<file path="src/rtl/gpio_pd_pkg.sv">
package gpio_pd_pkg;

    typedef enum logic [1:0] {
        PM_INPUT  = 2'b00,
        PM_OUTPUT = 2'b01,
        PM_ALT    = 2'b10,
        PM_RSVD   = 2'b11
    } pin_mode_e;

    typedef enum logic [1:0] {
        SC_DRIVE0 = 2'b00,
        SC_DRIVE1 = 2'b01,
        SC_FLOAT  = 2'b10,
        SC_RETAIN = 2'b11
    } sleep_cfg_e;

    typedef enum logic {
        ST_RUN   = 1'b0,
        ST_SLEEP = 1'b1
    } pwr_state_e;

    localparam int unsigned REG_DATA   = 0;
    localparam int unsigned REG_PULL   = 1;
    localparam int unsigned REG_DRV    = 2;
    localparam int unsigned REG_PDCFG  = 3;
    localparam int unsigned REG_PDPULL = 4;

    // returns {pull_up, pull_down}
    function automatic logic [1:0] pull_decode(input logic [1:0] code);
        logic [1:0] r;
        unique case (code)
            2'b01:   r = 2'b01;
            2'b10:   r = 2'b10;
            default: r = 2'b00;
        endcase
        return r;
    endfunction

    // scrambled drive code to linear strength
    function automatic logic [1:0] drive_linear(input logic [1:0] code);
        logic [1:0] r;
        unique case (code)
            2'b00: r = 2'd0;
            2'b10: r = 2'd1;
            2'b01: r = 2'd2;
            2'b11: r = 2'd3;
        endcase
        return r;
    endfunction

endpackage

</file>
<file path="src/rtl/gpio_pd_regs.sv">
module gpio_pd_regs
    import gpio_pd_pkg::*;
#(
    parameter int NPINS  = 8,
    parameter int ADDR_W = 3,
    parameter int DATA_W = 32
) (
    input  logic                 clk,
    input  logic                 rst_n,
    input  logic                 bus_valid,
    input  logic                 bus_write,
    input  logic [ADDR_W-1:0]    bus_addr,
    input  logic [DATA_W-1:0]    bus_wdata,
    output logic [DATA_W-1:0]    bus_rdata,
    input  logic [NPINS-1:0]     rd_pins,
    output logic [NPINS-1:0]     data_q,
    output logic [2*NPINS-1:0]   pull_q,
    output logic [2*NPINS-1:0]   drv_q,
    output logic [2*NPINS-1:0]   pdcfg_q,
    output logic [2*NPINS-1:0]   pdpull_q
);
    localparam int FW = 2 * NPINS;
    localparam logic [ADDR_W-1:0] A_DATA   = ADDR_W'(REG_DATA);
    localparam logic [ADDR_W-1:0] A_PULL   = ADDR_W'(REG_PULL);
    localparam logic [ADDR_W-1:0] A_DRV    = ADDR_W'(REG_DRV);
    localparam logic [ADDR_W-1:0] A_PDCFG  = ADDR_W'(REG_PDCFG);
    localparam logic [ADDR_W-1:0] A_PDPULL = ADDR_W'(REG_PDPULL);
    localparam logic [FW-1:0]     PULL_RST = {NPINS{2'b01}};

    logic wr_en, rd_en;
    logic [DATA_W-1:0] rd_word;
    logic unused_wdata_hi;

    assign wr_en = bus_valid && bus_write;
    assign rd_en = bus_valid && !bus_write;
    assign unused_wdata_hi = ^bus_wdata[DATA_W-1:FW];

    always_ff @(posedge clk or negedge rst_n) begin
        if (!rst_n) begin
            data_q   <= '0;
            pull_q   <= PULL_RST;
            drv_q    <= '0;
            pdcfg_q  <= '0;
            pdpull_q <= '0;
        end else if (wr_en) begin
            case (bus_addr)
                A_DATA:   data_q   <= bus_wdata[NPINS-1:0];
                A_PULL:   pull_q   <= bus_wdata[FW-1:0];
                A_DRV:    drv_q    <= bus_wdata[FW-1:0];
                A_PDCFG:  pdcfg_q  <= bus_wdata[FW-1:0];
                A_PDPULL: pdpull_q <= bus_wdata[FW-1:0];
                default: ;
            endcase
        end
    end

    always_comb begin
        rd_word = '0;
        case (bus_addr)
            A_DATA:   rd_word[NPINS-1:0] = rd_pins;
            A_PULL:   rd_word[FW-1:0]    = pull_q;
            A_DRV:    rd_word[FW-1:0]    = drv_q;
            A_PDCFG:  rd_word[FW-1:0]    = pdcfg_q;
            A_PDPULL: rd_word[FW-1:0]    = pdpull_q;
            default:  rd_word = '0;
        endcase
    end

    always_ff @(posedge clk or negedge rst_n) begin
        if (!rst_n) bus_rdata <= '0;
        else if (rd_en) bus_rdata <= rd_word;
    end

    // a write to an unused index leaves every register alone
    assert_unused_ignored_R2: assert property (@(posedge clk) disable iff (!rst_n)
        (wr_en && bus_addr > A_PDPULL) |=>
        ($stable(data_q) && $stable(pull_q) && $stable(drv_q) &&
         $stable(pdcfg_q) && $stable(pdpull_q)));

endmodule

</file>
<file path="src/rtl/gpio_pd_sync.sv">
module gpio_pd_sync #(
    parameter int NPINS  = 8,
    parameter int STAGES = 2
) (
    input  logic             clk,
    input  logic             rst_n,
    input  logic [NPINS-1:0] pad_in,
    output logic [NPINS-1:0] pad_sync
);
    logic [STAGES-1:0][NPINS-1:0] chain_q;

    always_ff @(posedge clk or negedge rst_n) begin
        if (!rst_n) chain_q <= '0;
        else        chain_q <= {chain_q[STAGES-2:0], pad_in};
    end

    assign pad_sync = chain_q[STAGES-1];

endmodule

</file>
<file path="src/rtl/gpio_pd_fsm.sv">
module gpio_pd_fsm
    import gpio_pd_pkg::*;
#(
    parameter int NPINS = 8
) (
    input  logic             clk,
    input  logic             rst_n,
    input  logic             pd_in,
    input  logic [NPINS-1:0] norm_oe,
    input  logic [NPINS-1:0] norm_out,
    output logic             asleep,
    output logic [NPINS-1:0] held_oe,
    output logic [NPINS-1:0] held_out
);
    pwr_state_e state_q, state_d;
    logic       capture;

    // next-state logic: transitions "enter" and "wake"
    always_comb begin
        state_d = state_q;
        capture = 1'b0;
        unique case (state_q)
            ST_RUN: begin
                if (pd_in) begin
                    state_d = ST_SLEEP;
                    capture = 1'b1;
                end
            end
            ST_SLEEP: begin
                if (!pd_in) state_d = ST_RUN;
            end
        endcase
    end

    always_ff @(posedge clk or negedge rst_n) begin
        if (!rst_n) state_q <= ST_RUN;
        else        state_q <= state_d;
    end

    always_ff @(posedge clk or negedge rst_n) begin
        if (!rst_n) begin
            held_oe  <= '0;
            held_out <= '0;
        end else if (capture) begin
            held_oe  <= norm_oe;
            held_out <= norm_out;
        end
    end

    always_comb begin
        asleep = (state_q == ST_SLEEP);
    end

    // power-down sampled high in run enters sleep on that edge
    assert_enter_sleep_R7: assert property (@(posedge clk) disable iff (!rst_n)
        (state_q == ST_RUN && pd_in) |=> asleep);

    // power-down sampled low in sleep wakes on that edge
    assert_wake_R9: assert property (@(posedge clk) disable iff (!rst_n)
        (state_q == ST_SLEEP && !pd_in) |=> !asleep);

    // retained values are those present at the entering edge
    assert_capture_R8: assert property (@(posedge clk) disable iff (!rst_n)
        (state_q == ST_RUN && pd_in) |=>
        (held_oe == $past(norm_oe) && held_out == $past(norm_out)));

endmodule

</file>
<file path="src/rtl/gpio_pd_pin.sv">
module gpio_pd_pin
    import gpio_pd_pkg::*;
(
    input  logic [1:0] mode,
    input  logic       data_bit,
    input  logic       alt_oe,
    input  logic       alt_out,
    input  logic       pad_sync,
    input  logic [1:0] pull_code,
    input  logic [1:0] pdpull_code,
    input  logic [1:0] drv_code,
    input  logic [1:0] pdcfg_code,
    input  logic       asleep,
    input  logic       held_oe,
    input  logic       held_out,
    output logic       norm_oe,
    output logic       norm_out,
    output logic       pad_oe,
    output logic       pad_out,
    output logic       pad_pu,
    output logic       pad_pd,
    output logic [1:0] pad_drv,
    output logic       rd_bit
);
    pin_mode_e  mode_e;
    sleep_cfg_e cfg_e;
    logic [1:0] pull_sel;

    assign mode_e = pin_mode_e'(mode);
    assign cfg_e  = sleep_cfg_e'(pdcfg_code);

    always_comb begin
        unique case (mode_e)
            PM_OUTPUT: begin norm_oe = 1'b1;   norm_out = data_bit; end
            PM_ALT:    begin norm_oe = alt_oe; norm_out = alt_out;  end
            PM_INPUT, PM_RSVD: begin norm_oe = 1'b0; norm_out = 1'b0; end
        endcase
    end

    always_comb begin
        unique case (mode_e)
            PM_OUTPUT:         rd_bit = data_bit;
            PM_ALT:            rd_bit = 1'b0;
            PM_INPUT, PM_RSVD: rd_bit = pad_sync;
        endcase
    end

    always_comb begin
        if (!asleep) begin
            pad_oe  = norm_oe;
            pad_out = norm_out;
        end else begin
            unique case (cfg_e)
                SC_DRIVE0: begin pad_oe = 1'b1;    pad_out = 1'b0;     end
                SC_DRIVE1: begin pad_oe = 1'b1;    pad_out = 1'b1;     end
                SC_FLOAT:  begin pad_oe = 1'b0;    pad_out = 1'b0;     end
                SC_RETAIN: begin pad_oe = held_oe; pad_out = held_out; end
            endcase
        end
    end

    assign pull_sel         = asleep ? pdpull_code : pull_code;
    assign {pad_pu, pad_pd} = pull_decode(pull_sel);
    assign pad_drv          = drive_linear(drv_code);

endmodule

</file>
<file path="src/rtl/gpio_pd_port.sv">
module gpio_pd_port
    import gpio_pd_pkg::*;
#(
    parameter int NPINS       = 8,
    parameter int ADDR_W      = 3,
    parameter int DATA_W      = 32,
    parameter int SYNC_STAGES = 2
) (
    input  logic                clk,
    input  logic                rst_n,
    input  logic                bus_valid,
    input  logic                bus_write,
    input  logic [ADDR_W-1:0]   bus_addr,
    input  logic [DATA_W-1:0]   bus_wdata,
    output logic [DATA_W-1:0]   bus_rdata,
    input  logic [2*NPINS-1:0]  pin_mode,
    input  logic [NPINS-1:0]    alt_oe,
    input  logic [NPINS-1:0]    alt_out,
    input  logic [NPINS-1:0]    pad_in,
    input  logic                pd_in,
    output logic [NPINS-1:0]    pad_oe,
    output logic [NPINS-1:0]    pad_out,
    output logic [NPINS-1:0]    pad_pu,
    output logic [NPINS-1:0]    pad_pd,
    output logic [2*NPINS-1:0]  pad_drv
);
    logic [NPINS-1:0]   data_q, rd_pins, pad_sync, norm_oe, norm_out;
    logic [NPINS-1:0]   held_oe, held_out;
    logic [2*NPINS-1:0] pull_q, drv_q, pdcfg_q, pdpull_q;
    logic               asleep;

    gpio_pd_regs #(.NPINS(NPINS), .ADDR_W(ADDR_W), .DATA_W(DATA_W)) u_regs (
        .clk(clk), .rst_n(rst_n),
        .bus_valid(bus_valid), .bus_write(bus_write), .bus_addr(bus_addr),
        .bus_wdata(bus_wdata), .bus_rdata(bus_rdata), .rd_pins(rd_pins),
        .data_q(data_q), .pull_q(pull_q), .drv_q(drv_q),
        .pdcfg_q(pdcfg_q), .pdpull_q(pdpull_q)
    );

    gpio_pd_sync #(.NPINS(NPINS), .STAGES(SYNC_STAGES)) u_sync (
        .clk(clk), .rst_n(rst_n), .pad_in(pad_in), .pad_sync(pad_sync)
    );

    gpio_pd_fsm #(.NPINS(NPINS)) u_fsm (
        .clk(clk), .rst_n(rst_n), .pd_in(pd_in),
        .norm_oe(norm_oe), .norm_out(norm_out),
        .asleep(asleep), .held_oe(held_oe), .held_out(held_out)
    );

    for (genvar i = 0; i < NPINS; i++) begin : g_pin
        gpio_pd_pin u_pin (
            .mode(pin_mode[2*i +: 2]), .data_bit(data_q[i]),
            .alt_oe(alt_oe[i]), .alt_out(alt_out[i]), .pad_sync(pad_sync[i]),
            .pull_code(pull_q[2*i +: 2]), .pdpull_code(pdpull_q[2*i +: 2]),
            .drv_code(drv_q[2*i +: 2]), .pdcfg_code(pdcfg_q[2*i +: 2]),
            .asleep(asleep), .held_oe(held_oe[i]), .held_out(held_out[i]),
            .norm_oe(norm_oe[i]), .norm_out(norm_out[i]),
            .pad_oe(pad_oe[i]), .pad_out(pad_out[i]),
            .pad_pu(pad_pu[i]), .pad_pd(pad_pd[i]),
            .pad_drv(pad_drv[2*i +: 2]), .rd_bit(rd_pins[i])
        );

        // the two pulls are never on together
        assert_pull_exclusive_R5: assert property (@(posedge clk) disable iff (!rst_n)
            !(pad_pu[i] && pad_pd[i]));

        // output-mode pin outside sleep drives its stored bit
        assert_run_output_R4: assert property (@(posedge clk) disable iff (!rst_n)
            (!asleep && pin_mode[2*i +: 2] == PM_OUTPUT) |->
            (pad_oe[i] && pad_out[i] == data_q[i]));

        // linear strength keeps the set-bit count of its code
        assert_drive_weight_R6: assert property (@(posedge clk) disable iff (!rst_n)
            $countones(pad_drv[2*i +: 2]) == $countones(drv_q[2*i +: 2]));

        // a retained pin is steady while sleep continues
        assert_retain_stable_R8: assert property (@(posedge clk) disable iff (!rst_n)
            (asleep && $past(asleep) && pdcfg_q[2*i +: 2] == SC_RETAIN &&
             $past(pdcfg_q[2*i +: 2]) == SC_RETAIN) |->
            ($stable(pad_oe[i]) && $stable(pad_out[i])));
    end

endmodule

</file>
<file path="config.mk">
export PLATFORM = sky130hd
export DESIGN_NAME = gpio_pd_port
export DESIGN_NICKNAME = d
export VERILOG_FILES = /design/src/rtl/gpio_pd_pkg.sv /design/src/rtl/gpio_pd_regs.sv /design/src/rtl/gpio_pd_sync.sv /design/src/rtl/gpio_pd_fsm.sv /design/src/rtl/gpio_pd_pin.sv /design/src/rtl/gpio_pd_port.sv
export SDC_FILE = /design/constraint.sdc
export NUM_CORES = 1
export LEC_CHECK = 0
export CAP_MARGIN = 40
export CORE_MARGIN = 5
export CORE_UTILIZATION = 46
export CTS_BUF_LIST = sky130_fd_sc_hd__clkbuf_2
export CTS_CLUSTER_SIZE = 8
export DETAILED_ROUTE_END_ITERATION = 6
export PLACE_DENSITY = 0.79
export SKIP_CTS_REPAIR_TIMING = 1
export SLEW_MARGIN = 25
export SYNTH_ARGS = -nofsm -noshare
export SYNTH_HDL_FRONTEND = slang
export SYNTH_SLANG_ARGS = --single-unit
</file>
<file path="constraint.sdc">
create_clock -name clk -period 1.7 [get_ports clk]
set_input_delay 0.34 -clock clk [delete_from_list [all_inputs] [get_ports clk]]
set_output_delay 0.34 -clock clk [all_outputs]
set_load 0.005 [all_outputs]
</file>
# Yosys cells after proc, flatten, opt, wreduce, memory -nomap -nowiden
# Cells that the tools add are included.
[totals]
regBits = 121
input_bits = 80
output_inout_bits = 80
elab_cells = 244
[op_classes]
eq_ne = 92
n_mux = 84
n_reduce_logical = 57
[ops]
columns = ["op", "count"]
rows = [
  ["one-hot mux 1 bit (3 select lines)", 40],
  ["== test 2 bit, second input constant", 56],
  ["== test 2 x 1 -> 1 bit, second input constant", 32],
  ["one-hot mux 2 bit (4 select lines)", 8],
  ["logical NOT 2 bit", 24],
  ["OR reduction 2 bit", 24],
  ["one-hot mux 8 bit (5 select lines)", 1],
  ["one-hot mux 2 bit (2 select lines)", 8],
  ["one-hot mux 8 bit (4 select lines)", 1],
  ["two-way mux 1 bit", 18],
  ["two-way mux 2 bit", 8],
  ["AND reduction 2 bit", 5],
  ["== test 3 x 2 -> 1 bit, second input constant", 2],
  ["== test 3 x 1 -> 1 bit, second input constant", 1],
  ["== test 3 bit, second input constant", 1],
  ["logical NOT 3 bit", 1],
  ["logical AND 1 bit", 2],
  ["logical NOT 1 bit", 1],
]

# Depth between registers and ports, before layout
# Gate-level depths: netlist of run 1.
[depth]
ltp_word = 4
mapped_depth = 7
depth_no_buf = 6

# Hierarchy
# From an unflattened synthesis of run 1, not the netlist that was laid out.
[hier_totals]
hier_cells = 557
hier_area_um2 = 6423.7
[by_module_without_submodules]
columns = ["module", "instances", "cells_per_inst", "area_per_inst_um2", "seq_area_each_um2"]
rows = [
  ["gpio_pd_regs", 1, 297, 4063.9, 2212.1],
  ["gpio_pd_pin", 8, 25, 151.4, 0.0],
  ["gpio_pd_fsm", 1, 36, 688.2, 425.4],
  ["gpio_pd_sync", 1, 24, 460.4, 400.4],
]

# Least setup slack after synthesis of run 1
# No wires, ideal clock.
[synth_timing]
kind = "register -> output"
start = "reg u_fsm.state_q, in the netlist u_fsm.asleep"
end = "out pad_oe[0]"
arrival_time_ns = 1.354
required_ns = 1.360
slack_ns = 0.006
path_stages_with_launch = 5
n_path_buf = 3
cell_sequence = "dfrtp_1 > clkbuf_1 > buf_1 > mux2i_1 > buf_4"
[synth_between]
elab_chain_cells = 1
[synth_lines]
columns = ["item", "line", "source"]
rows = [
  ["start, declared", "gpio_pd_fsm.sv:15", "pwr_state_e state_q, state_d;"],
  ["start signal, assigned", "gpio_pd_fsm.sv:37", "else state_q <= state_d;"],
  ["two-way mux 1 bit", "gpio_pd_pin.sv:49", "if (!asleep) begin"],
  ["end, declared", "gpio_pd_port.sv:21", "output logic [NPINS-1:0] pad_oe,"],
]
# No other way between the ends.

# Worst setup path in the final report of run 1
[layout_timing]
start = "reg u_fsm.state_q, in the netlist u_fsm.asleep"
end = "out pad_pu[2]"
[layout_between]
elab_chain_cells = 3
word_cells_on_any_way = 4
cone_classes = "eq/ne (2); mux (2)"
[layout_lines]
columns = ["item", "line", "source"]
rows = [
  ["two-way mux 2 bit *", "gpio_pd_pin.sv:62", "assign pull_sel = asleep ? pdpull_code : pull_code;"],
  ["== test 2 bit / == test 2 x 1 -> 1 bit (equally long branches)", "gpio_pd_pkg.sv:31", "unique case (code)"],
  ["one-hot mux 2 bit (2 select lines) *", "gpio_pd_pkg.sv:31", ""],
  ["end, declared", "gpio_pd_port.sv:23", "output logic [NPINS-1:0] pad_pu,"],
]
# Every way passes the cells marked *; elsewhere a longest branch is shown, timed or not.

==> results_dict.tcl, run 1 <==
set metrics [dict create \
    status "finished, violations left" \
    violations "setup timing" \
    period_needed_ns 2.26 \
    required_ns 1.36 \
    die_y_microns 127 \
    multiInputGateArea_sq_um 2730 \
    final_nets 872 \
    die_x_microns 127 \
    slew_violations 0 \
    antenna_found_initial 0 \
    path_clk_slew_ns 0.18 \
    max-vdd-ir-drop_uv 476 \
    ys_top_cells_by_count "113 x dfrtp_1, 51 x nand2_1, 48 x buf_4, 45 x o21ai_0, 39 x mux2_1" \
    start_util 0.471 \
    finClkSkew_ns 0.0297 \
    hold_viol 0 \
    crit_fanout 6 \
    synth-seq-area-share 0.485 \
    regToRegSetupSlack_ns 0.08 \
    worstMarginPinSlew_ns 0.762 \
    synth-seq-cells 121 \
    cts.sinks 121 \
    drv_cap 0 \
    endpoint_kind "output pin" \
    fillCellCount 997 \
    power_w 0.00847 \
    numCtsBuffers 17 \
    ios 160 \
    yosysUniqueCellTypes 36 \
    tritoncts "yes" \
    grt_pass1_wl_mm 27.3 \
    crit_type "reg -> out" \
    cts_buffer_depth 2 \
    layout_setup_ws_ns -0.558 \
    dr.pass1.iters 5 \
    drive_gt1_frac 0.298 \
    synthCells 602 \
    regArea_sq_um 3040 \
    synth.area.top_cells "dfrtp_1 45%, mux2_1 7.0%, buf_4 5.8%" \
    gr-total-overflow 0 \
    area_growth_syn_to_layout_pct 36.3 \
    root_buffer "clkbuf_2" \
    critical_path.max_stage_delay_ns 0.51 \
    dp_hpwl_mm 12.8 \
    via_per_inst 5.42 \
    rows 42 \
    initialDrtViolationCount 437 \
    routed_wl_mm 18.0 \
    synth-edff-count 0 \
    ys.flop_type "dfrtp_1" \
    first_global_vias 5423 \
    syn_area_sq_um 6260 \
    power.leakage_nw 4.32 \
    drc 0 \
    ys_async_sr_fraction 1.00 \
    core-area_sq_um 13300 \
    power.density_nw_per_um2 992 \
    dieArea_sq_um 16000 \
    start_kind "flop" \
    yosysMostFrequentCell "dfrtp_1" \
    wl_per_cell_microns 18.7 \
    htree_levels 4 \
    synth.top_cell.area_share 0.452 \
    ant_nets 0 \
    fin_tns_setup_ns -14.31 \
    hold_class "in -> reg" \
    vias 5223 \
    clk_latency_ns 0.67 \
    post-route-period-util 1.33 \
    syn_avg_cell_area_sq_um 10.4 \
    critPathBufInv 3 \
    grt_max_degree 54 \
    arrival_ns 1.92 \
    fmax_mhz 443 \
    setup_viol 32 \
    rsz0062_at_grt "true" \
    crit_family "flip-flops" \
    synth_top_area_cell "dfrtp_1" \
    max_slew_margin 0.491 \
    diodes 0 \
    yosysWarnings 0 \
    path_cells "buf_12, buf_4, nor2_2, a32o_2, clkbuf_2" \
    place_congestion 0.856 \
    port_buffers 127 \
    critPathSlowestCell "dfrtp_2" \
    track_usage 0.215 \
]
final cells by class:
cell class / instances / area share
Inverter: 35 / 0.0154
Timing Repair Buffer: 233 / 0.248
Sequential cell: 121 / 0.356
Tap cell: 176 / 0.0258
Multi-Input combinational cell: 368 / 0.320
Clock inverter: 10 / 0.0233
Clock buffer: 21 / 0.0123
cells by family (layout without fill, tap and decap cells):
| logic type | after synthesis | count (layout) | share of synthesized area |
|---|---|---|---|
| other | 1 | 16 | 0.000599 |
| muxes | 78 | 78 | 0.138 |
| and+or+nand+nor | 120 | 120 | 0.0941 |
| DFF | 121 | 121 | 0.485 |
| buffers and inverters | 128 | 299 | 0.109 |
| adders and majority gates | 16 | 16 | 0.0320 |
| AOI/OAI and AO/OA | 138 | 138 | 0.140 |
report_power, final:
group / total (W) / switching [W] / internal (W)
Sequential: 0.00388 / 0.000444 / 0.00343
Combinational: 0.00228 / 0.000990 / 0.00129
Clock: 0.00231 / 0.00105 / 0.00127
Total: 0.00847 / 0.00248 / 0.00599
path summary, 6_finish.rpt:
path | end | start | cells past startpoint
worst min register to register | u_sync.pad_sync[5] | u_sync.chain_q[5] | 0
worst min-delay path | u_sync.chain_q[2] | pad_in[2] | 1
min in group asynchronous | u_regs.pdpull_q[2] | rst_n | 2
max in group asynchronous | u_regs.pull_q[14] | rst_n | 3
worst max-delay path | pad_pu[2] | u_fsm.asleep | 5
worst max register to register | u_regs.bus_rdata[0] | u_regs.drv_q[0] | 5
state kept, by name, indices dropped and copies added (netlist names):
register	cells
u_regs.drv_q	16
u_regs.data_q	8
u_regs.pull_q	16
u_regs.pdcfg_q	16
u_fsm.asleep	1
u_regs.pdpull_q	16
u_fsm.held_oe	8
u_sync.chain_q	8
u_regs.bus_rdata	16
u_sync.pad_sync	8
u_fsm.held_out	8
metal layers:
metal	vias up	global-route usage	wire, microns	part of all wire
li1	2366	-	-	-
met5	-	0	0	0
met1	2589	0.272	7370	0.41
met2	233	0.357	8950	0.50
met4	0	0.0732	315	0.017
met3	35	0.0614	1360	0.076
per-stage QoR:
step                instance area, sq um  setup WS (ns)  utilization  hold slack [ns]  instances
floorplan                           6320        0.00626            -           0.0444        617
global placement                    7900         -0.668        0.594            0.271        902
detailed placement                  7900         -0.731        0.594            0.275        902
CTS                                 8200         -0.994        0.617           -0.490        933
global route                        8540         -0.686        0.642          0.00326        964
finish                              8540         -0.558        0.642           0.0893        964
layout by cell type, fill, tap and decap left out, types with 6 or more instances in the layout:
cell,synthesis,routed
nor2_1,29,18
dlymetal6s2s_1,0,33
buf_12,0,6
dfstp_2,8,8
ha_1,16,16
clkbuf_2,0,39
buf_2,13,13
o32a_1,7,7
mux2i_1,9,7
nand2_1,51,51
o21ai_1,8,13
a22o_1,8,8
mux2_2,30,30
nand2b_1,9,9
inv_1,35,35
a22oi_1,23,23
buf_6,1,6
bufinv_16,0,6
mux2_1,39,39
dfrtp_1,113,112
clkdlybuf4s50_1,0,62
nor2_2,1,11
nand3b_1,17,17
conb_1,1,16
o21ai_0,45,36
buf_4,48,91
a21oi_1,32,30
Note: power is estimated with default switching activity, not from simulation.
==> run 2, diff against run 1 <==
CAP_MARGIN = 20   (was 40)
CTS_CLUSTER_DIAMETER = 100   (was default)
==> results_dict.tcl, run 2 (synthesis gave the netlist of run 1 again) <==
set metrics [dict create \
    power.density_nw_per_um2 990 \
    rows 42 \
    fmax_mhz 443 \
    drc 0 \
    worstMarginPinSlew_ns 0.740 \
    cts.sinks 121 \
    r2r_cells 5 \
    start_kind "flop" \
    drv_cap 0 \
    final_nets 871 \
    routed_wl_mm 17.9 \
    max-vdd-ir-drop_uv 478 \
    cts_buffer_depth 2 \
    slew_violations 0 \
    endpoint_kind "output pin" \
    diodes 0 \
    hold_class "in -> async" \
    port_buffers 127 \
    first_global_vias 5423 \
    power_w 0.00845 \
    period_needed_ns 2.26 \
    clk_latency_ns 0.67 \
    power.leakage_nw 4.32 \
    fillCellCount 1000 \
    htree_levels 4 \
    antenna_found_initial 0 \
    vias 5221 \
    layout_common_cells "112 x dfrtp_1, 90 x buf_4, 62 x clkdlybuf4s50_1" \
    crit_type "reg -> out" \
    ant_nets 0 \
    drive_gt1_frac 0.297 \
    critical_path.max_stage_delay_ns 0.51 \
    root_buffer "clkbuf_2" \
    rsz0062_at_grt "true" \
    path_cells "buf_12, buf_4, nor2_2, a32o_2, clkbuf_2" \
    placed_area_sq_um 7900 \
    core-area_sq_um 13300 \
    ios 160 \
    die_x_microns 127 \
    timing.rr.start "u_regs.drv_q[0]" \
    dp_hpwl_mm 12.8 \
    arrival_ns 1.92 \
    violations "setup timing" \
    max_slew_margin 0.505 \
    via_per_inst 5.42 \
    final_area_sq_um 8540 \
    start_util 0.471 \
    hold_viol 0 \
    place_congestion 0.856 \
    final_common_cell "dfrtp_1" \
    finClkSkew_ns 0.0323 \
    path_clk_slew_ns 0.19 \
    critPathSlowestCell "dfrtp_2" \
    track_usage 0.215 \
    grt_max_degree 54 \
    area_growth_syn_to_layout_pct 36.3 \
    status "finished, violations left" \
    required_ns 1.36 \
    crit_fanout 6 \
    gr-total-overflow 0 \
    r2r-end "u_regs.bus_rdata[0]" \
    initialDrtViolationCount 354 \
    grt_pass1_wl_mm 27.3 \
    setup_viol 32 \
    numCtsBuffers 17 \
    regToRegSetupSlack_ns 0.07 \
    dr.pass1.iters 5 \
    die_y_microns 127 \
    post-route-period-util 1.33 \
    tritoncts "yes" \
    wl_per_cell_microns 18.6 \
    layout_setup_ws_ns -0.558 \
    dieArea_sq_um 16000 \
]
## run 2: cell types whose count changed in the layout (fill, tap and decap cells not counted)
cell     before  now
nor3b_4       0    1
nor3b_2       2    1
buf_4        91   90
## run 2: worst max-delay path by stage
| stage | from | endpoint | slack (ns) |
|---|---|---|---|
| finish | u_fsm.asleep | pad_pu[2] | -0.56 |
| global route | u_fsm.asleep | pad_pu[2] | -0.68 |
| CTS | u_fsm.asleep | pad_pd[2] | -0.99 |
| detailed placement | pin_mode[13] | pad_out[6] | -0.73 |
| global placement | pin_mode[13] | pad_out[6] | -0.67 |
| floorplan | u_fsm.asleep | pad_oe[0] | 0.006 |
## run 2: routing by layer
layer	GRT usage	vias to the layer above	part of all wire
met5	0	-	0
met4	0.0732	0	0.015
met3	0.0614	28	0.068
met2	0.357	211	0.50
met1	0.272	2620	0.41
li1	-	2362	-
## run 2: through the flow
step | setup TNS, ns | utilization | setup WS [ns] | instances | hold slack, ns
2_1_floorplan | 0 | - | 0.00626 | 617 | 0.0444
3_3_place_gp | -43.48 | 0.594 | -0.668 | 902 | 0.271
3_5_place_dp | -51.87 | 0.594 | -0.731 | 902 | 0.275
4_1_cts | -35.66 | 0.617 | -0.994 | 933 | -0.490
5_1_grt | -18.83 | 0.642 | -0.682 | 963 | 0.00326
6_report | -14.39 | 0.642 | -0.558 | 963 | 0.0891
## run 2: where the power goes
| part | total, W | internal, W | switching (W) | leakage [nW] |
|---|---|---|---|---|
| Clock | 0.00231 | 0.00127 | 0.00104 | 0.185 |
| Combinational | 0.00228 | 0.00129 | 0.000988 | 2.66 |
| Sequential | 0.00387 | 0.00343 | 0.000436 | 1.47 |
| Total | 0.00845 | 0.00599 | 0.00246 | 4.32 |
## run 2: area by class of cell
class / instances / area, sq um / area share
Tap cell: 176 / 220 / 0.0258
Timing Repair Buffer: 232 / 2110 / 0.247
Multi-Input combinational cell: 368 / 2730 / 0.320
Inverter: 35 / 131 / 0.0154
Sequential cell: 121 / 3040 / 0.356
Clock buffer: 21 / 105 / 0.0123
Clock inverter: 10 / 199 / 0.0233
## run 2: worst max-delay path, delay by kind of cell, from the launching register on
family | cells | cell delay [ns]
AO/OA/AOI/OAI | 1 | 0.16
buffers and inverters | 3 | 0.45
flip-flops | 1 | 0.51
AND/OR/NAND/NOR | 1 | 0.12
==> run 3, diff against run 2 <==
GPL_TIMING_DRIVEN = 0   (was default)
==> results_dict.tcl, run 3 (synthesis gave the netlist of run 1 again) <==
set metrics [dict create \
    status "finished, violations left" \
    violations "setup timing" \
    critPathBufInv 5 \
    fillCellCount 1004 \
    arrival_ns 2.13 \
    cts.sinks 121 \
    hold_viol 0 \
    dr_wl_met2_mm 9.53 \
    start_kind "flop" \
    rsz0062_at_grt "true" \
    r2r_cells 6 \
    antenna_found_initial 0 \
    setup_viol 35 \
    wl_per_cell_microns 20.2 \
    drive_gt1_frac 0.315 \
    grt_max_degree 63 \
    critical_path.max_stage_delay_ns 0.52 \
    whs_ns 0.0291 \
    dp_hpwl_mm 12.7 \
    finClkSkew_ns 0.0429 \
    endpoint_kind "output pin" \
    htree_levels 4 \
    dr.pass1.iters 6 \
    via_per_inst 5.66 \
    multiInputGateArea_sq_um 2880 \
    routed_wl_mm 19.8 \
    fmax_mhz 404 \
    critPathSlowestCell "dfrtp_2" \
    final_area_sq_um 8690 \
    tritoncts "yes" \
    worstMarginPinSlew_ns 0.680 \
    cts_buffer_depth 2 \
    period_needed_ns 2.47 \
    place_congestion 0.887 \
    start_util 0.471 \
    placed_area_sq_um 7840 \
    path_clk_slew_ns 0.20 \
    drc 0 \
    crit_fanout 6 \
    final_common_cell "dfrtp_1" \
    core-area_sq_um 13300 \
    hold_class "in -> reg" \
    layout_setup_ws_ns -0.775 \
    first_global_vias 5428 \
    die_y_microns 127 \
    required_ns 1.36 \
    whs_path_depth 1 \
    crit_family "buffers and inverters" \
    max_slew_margin 0.546 \
    wl_met3_mm 1.81 \
    rows 42 \
    area_growth_syn_to_layout_pct 38.8 \
    die_x_microns 127 \
    post-route-period-util 1.46 \
    cp.depth 7 \
    power.density_nw_per_um2 940 \
    regArea_sq_um 3040 \
    path_cells "buf_12, buf_12, buf_4, nor2_2, a32o_2, buf_4, dlymetal6s2s_1" \
    diodes 0 \
    max-vdd-ir-drop_uv 507 \
    grt_pass1_wl_mm 28.0 \
    root_buffer "clkbuf_2" \
    initialDrtViolationCount 653 \
    gr-total-overflow 0 \
    vias 5532 \
    clk_latency_ns 0.72 \
    m1WireLength_mm 7.74 \
    pre_cts_ws_ns -1.17 \
    ant_nets 0 \
    power.leakage_nw 4.30 \
    slew_violations 0 \
    finalCoreUtilization 0.654 \
    port_buffers 127 \
    top_layer "met4" \
    dieArea_sq_um 16000 \
    final_nets 885 \
    track_usage 0.221 \
    ios 160 \
    drv_cap 0 \
    numCtsBuffers 17 \
    layout_common_cells "112 x dfrtp_1, 70 x buf_4, 62 x clkdlybuf4s50_1" \
    crit_type "reg -> out" \
    fin_tns_setup_ns -21.00 \
]
[run 3: changes by cell type in the layout (fill, tap and decap cells not counted), sizes merged]
cell,before,now
buf,115,114
dlymetal6s2s,33,27
clkinv,4,9
clkbuf,40,62
dlygate4sd3,3,1
bufinv,6,2
clkinvlp,0,1
[run 3: area by class of cell]
class | instances | share of cell area
clock buffers | 20 | 0.0115
well taps | 176 | 0.0253
flip-flops and latches | 121 | 0.350
repair buffers | 181 | 0.199
multi-input cells | 368 | 0.332
plain buffers | 65 | 0.0550
clock inverters | 12 | 0.0125
inverters | 35 | 0.0151
[run 3: final timing paths]
check	startpoint	end	slack [ns]
worst min-delay path	pad_in[3]	u_sync.chain_q[3]	0.03
worst min register to register	u_sync.chain_q[6]	u_sync.pad_sync[6]	0.36
min in group asynchronous	rst_n	u_sync.pad_sync[2]	0.12
worst max-delay path	u_fsm.asleep	pad_pu[3]	-0.77
worst max register to register	u_regs.drv_q[1]	u_regs.bus_rdata[1]	0.04
max in group asynchronous	rst_n	u_regs.pull_q[4]	0.78
[run 3: layer usage]
layer | vias up | GRT usage
li1 | 2406 | -
met1 | 2703 | 0.288
met2 | 350 | 0.355
met3 | 73 | 0.0525
met4 | 0 | 0.0915
met5 | - | 0
[run 3: metrics by stage]
step | cells | total power [W]
6_report | 978 | 0.00817
5_1_grt | 978 | 0.00855
4_1_cts | 953 | 0.00790
3_5_place_dp | 921 | 0.00620
3_3_place_gp | 920 | 0.00609
2_1_floorplan | 617 | 0.00499
[run 3: report_power, final]
group	internal, W	switching [W]
clock	0.000661	0.00111
combinational	0.00141	0.00108
sequential	0.00343	0.000471
total	0.00550	0.00266
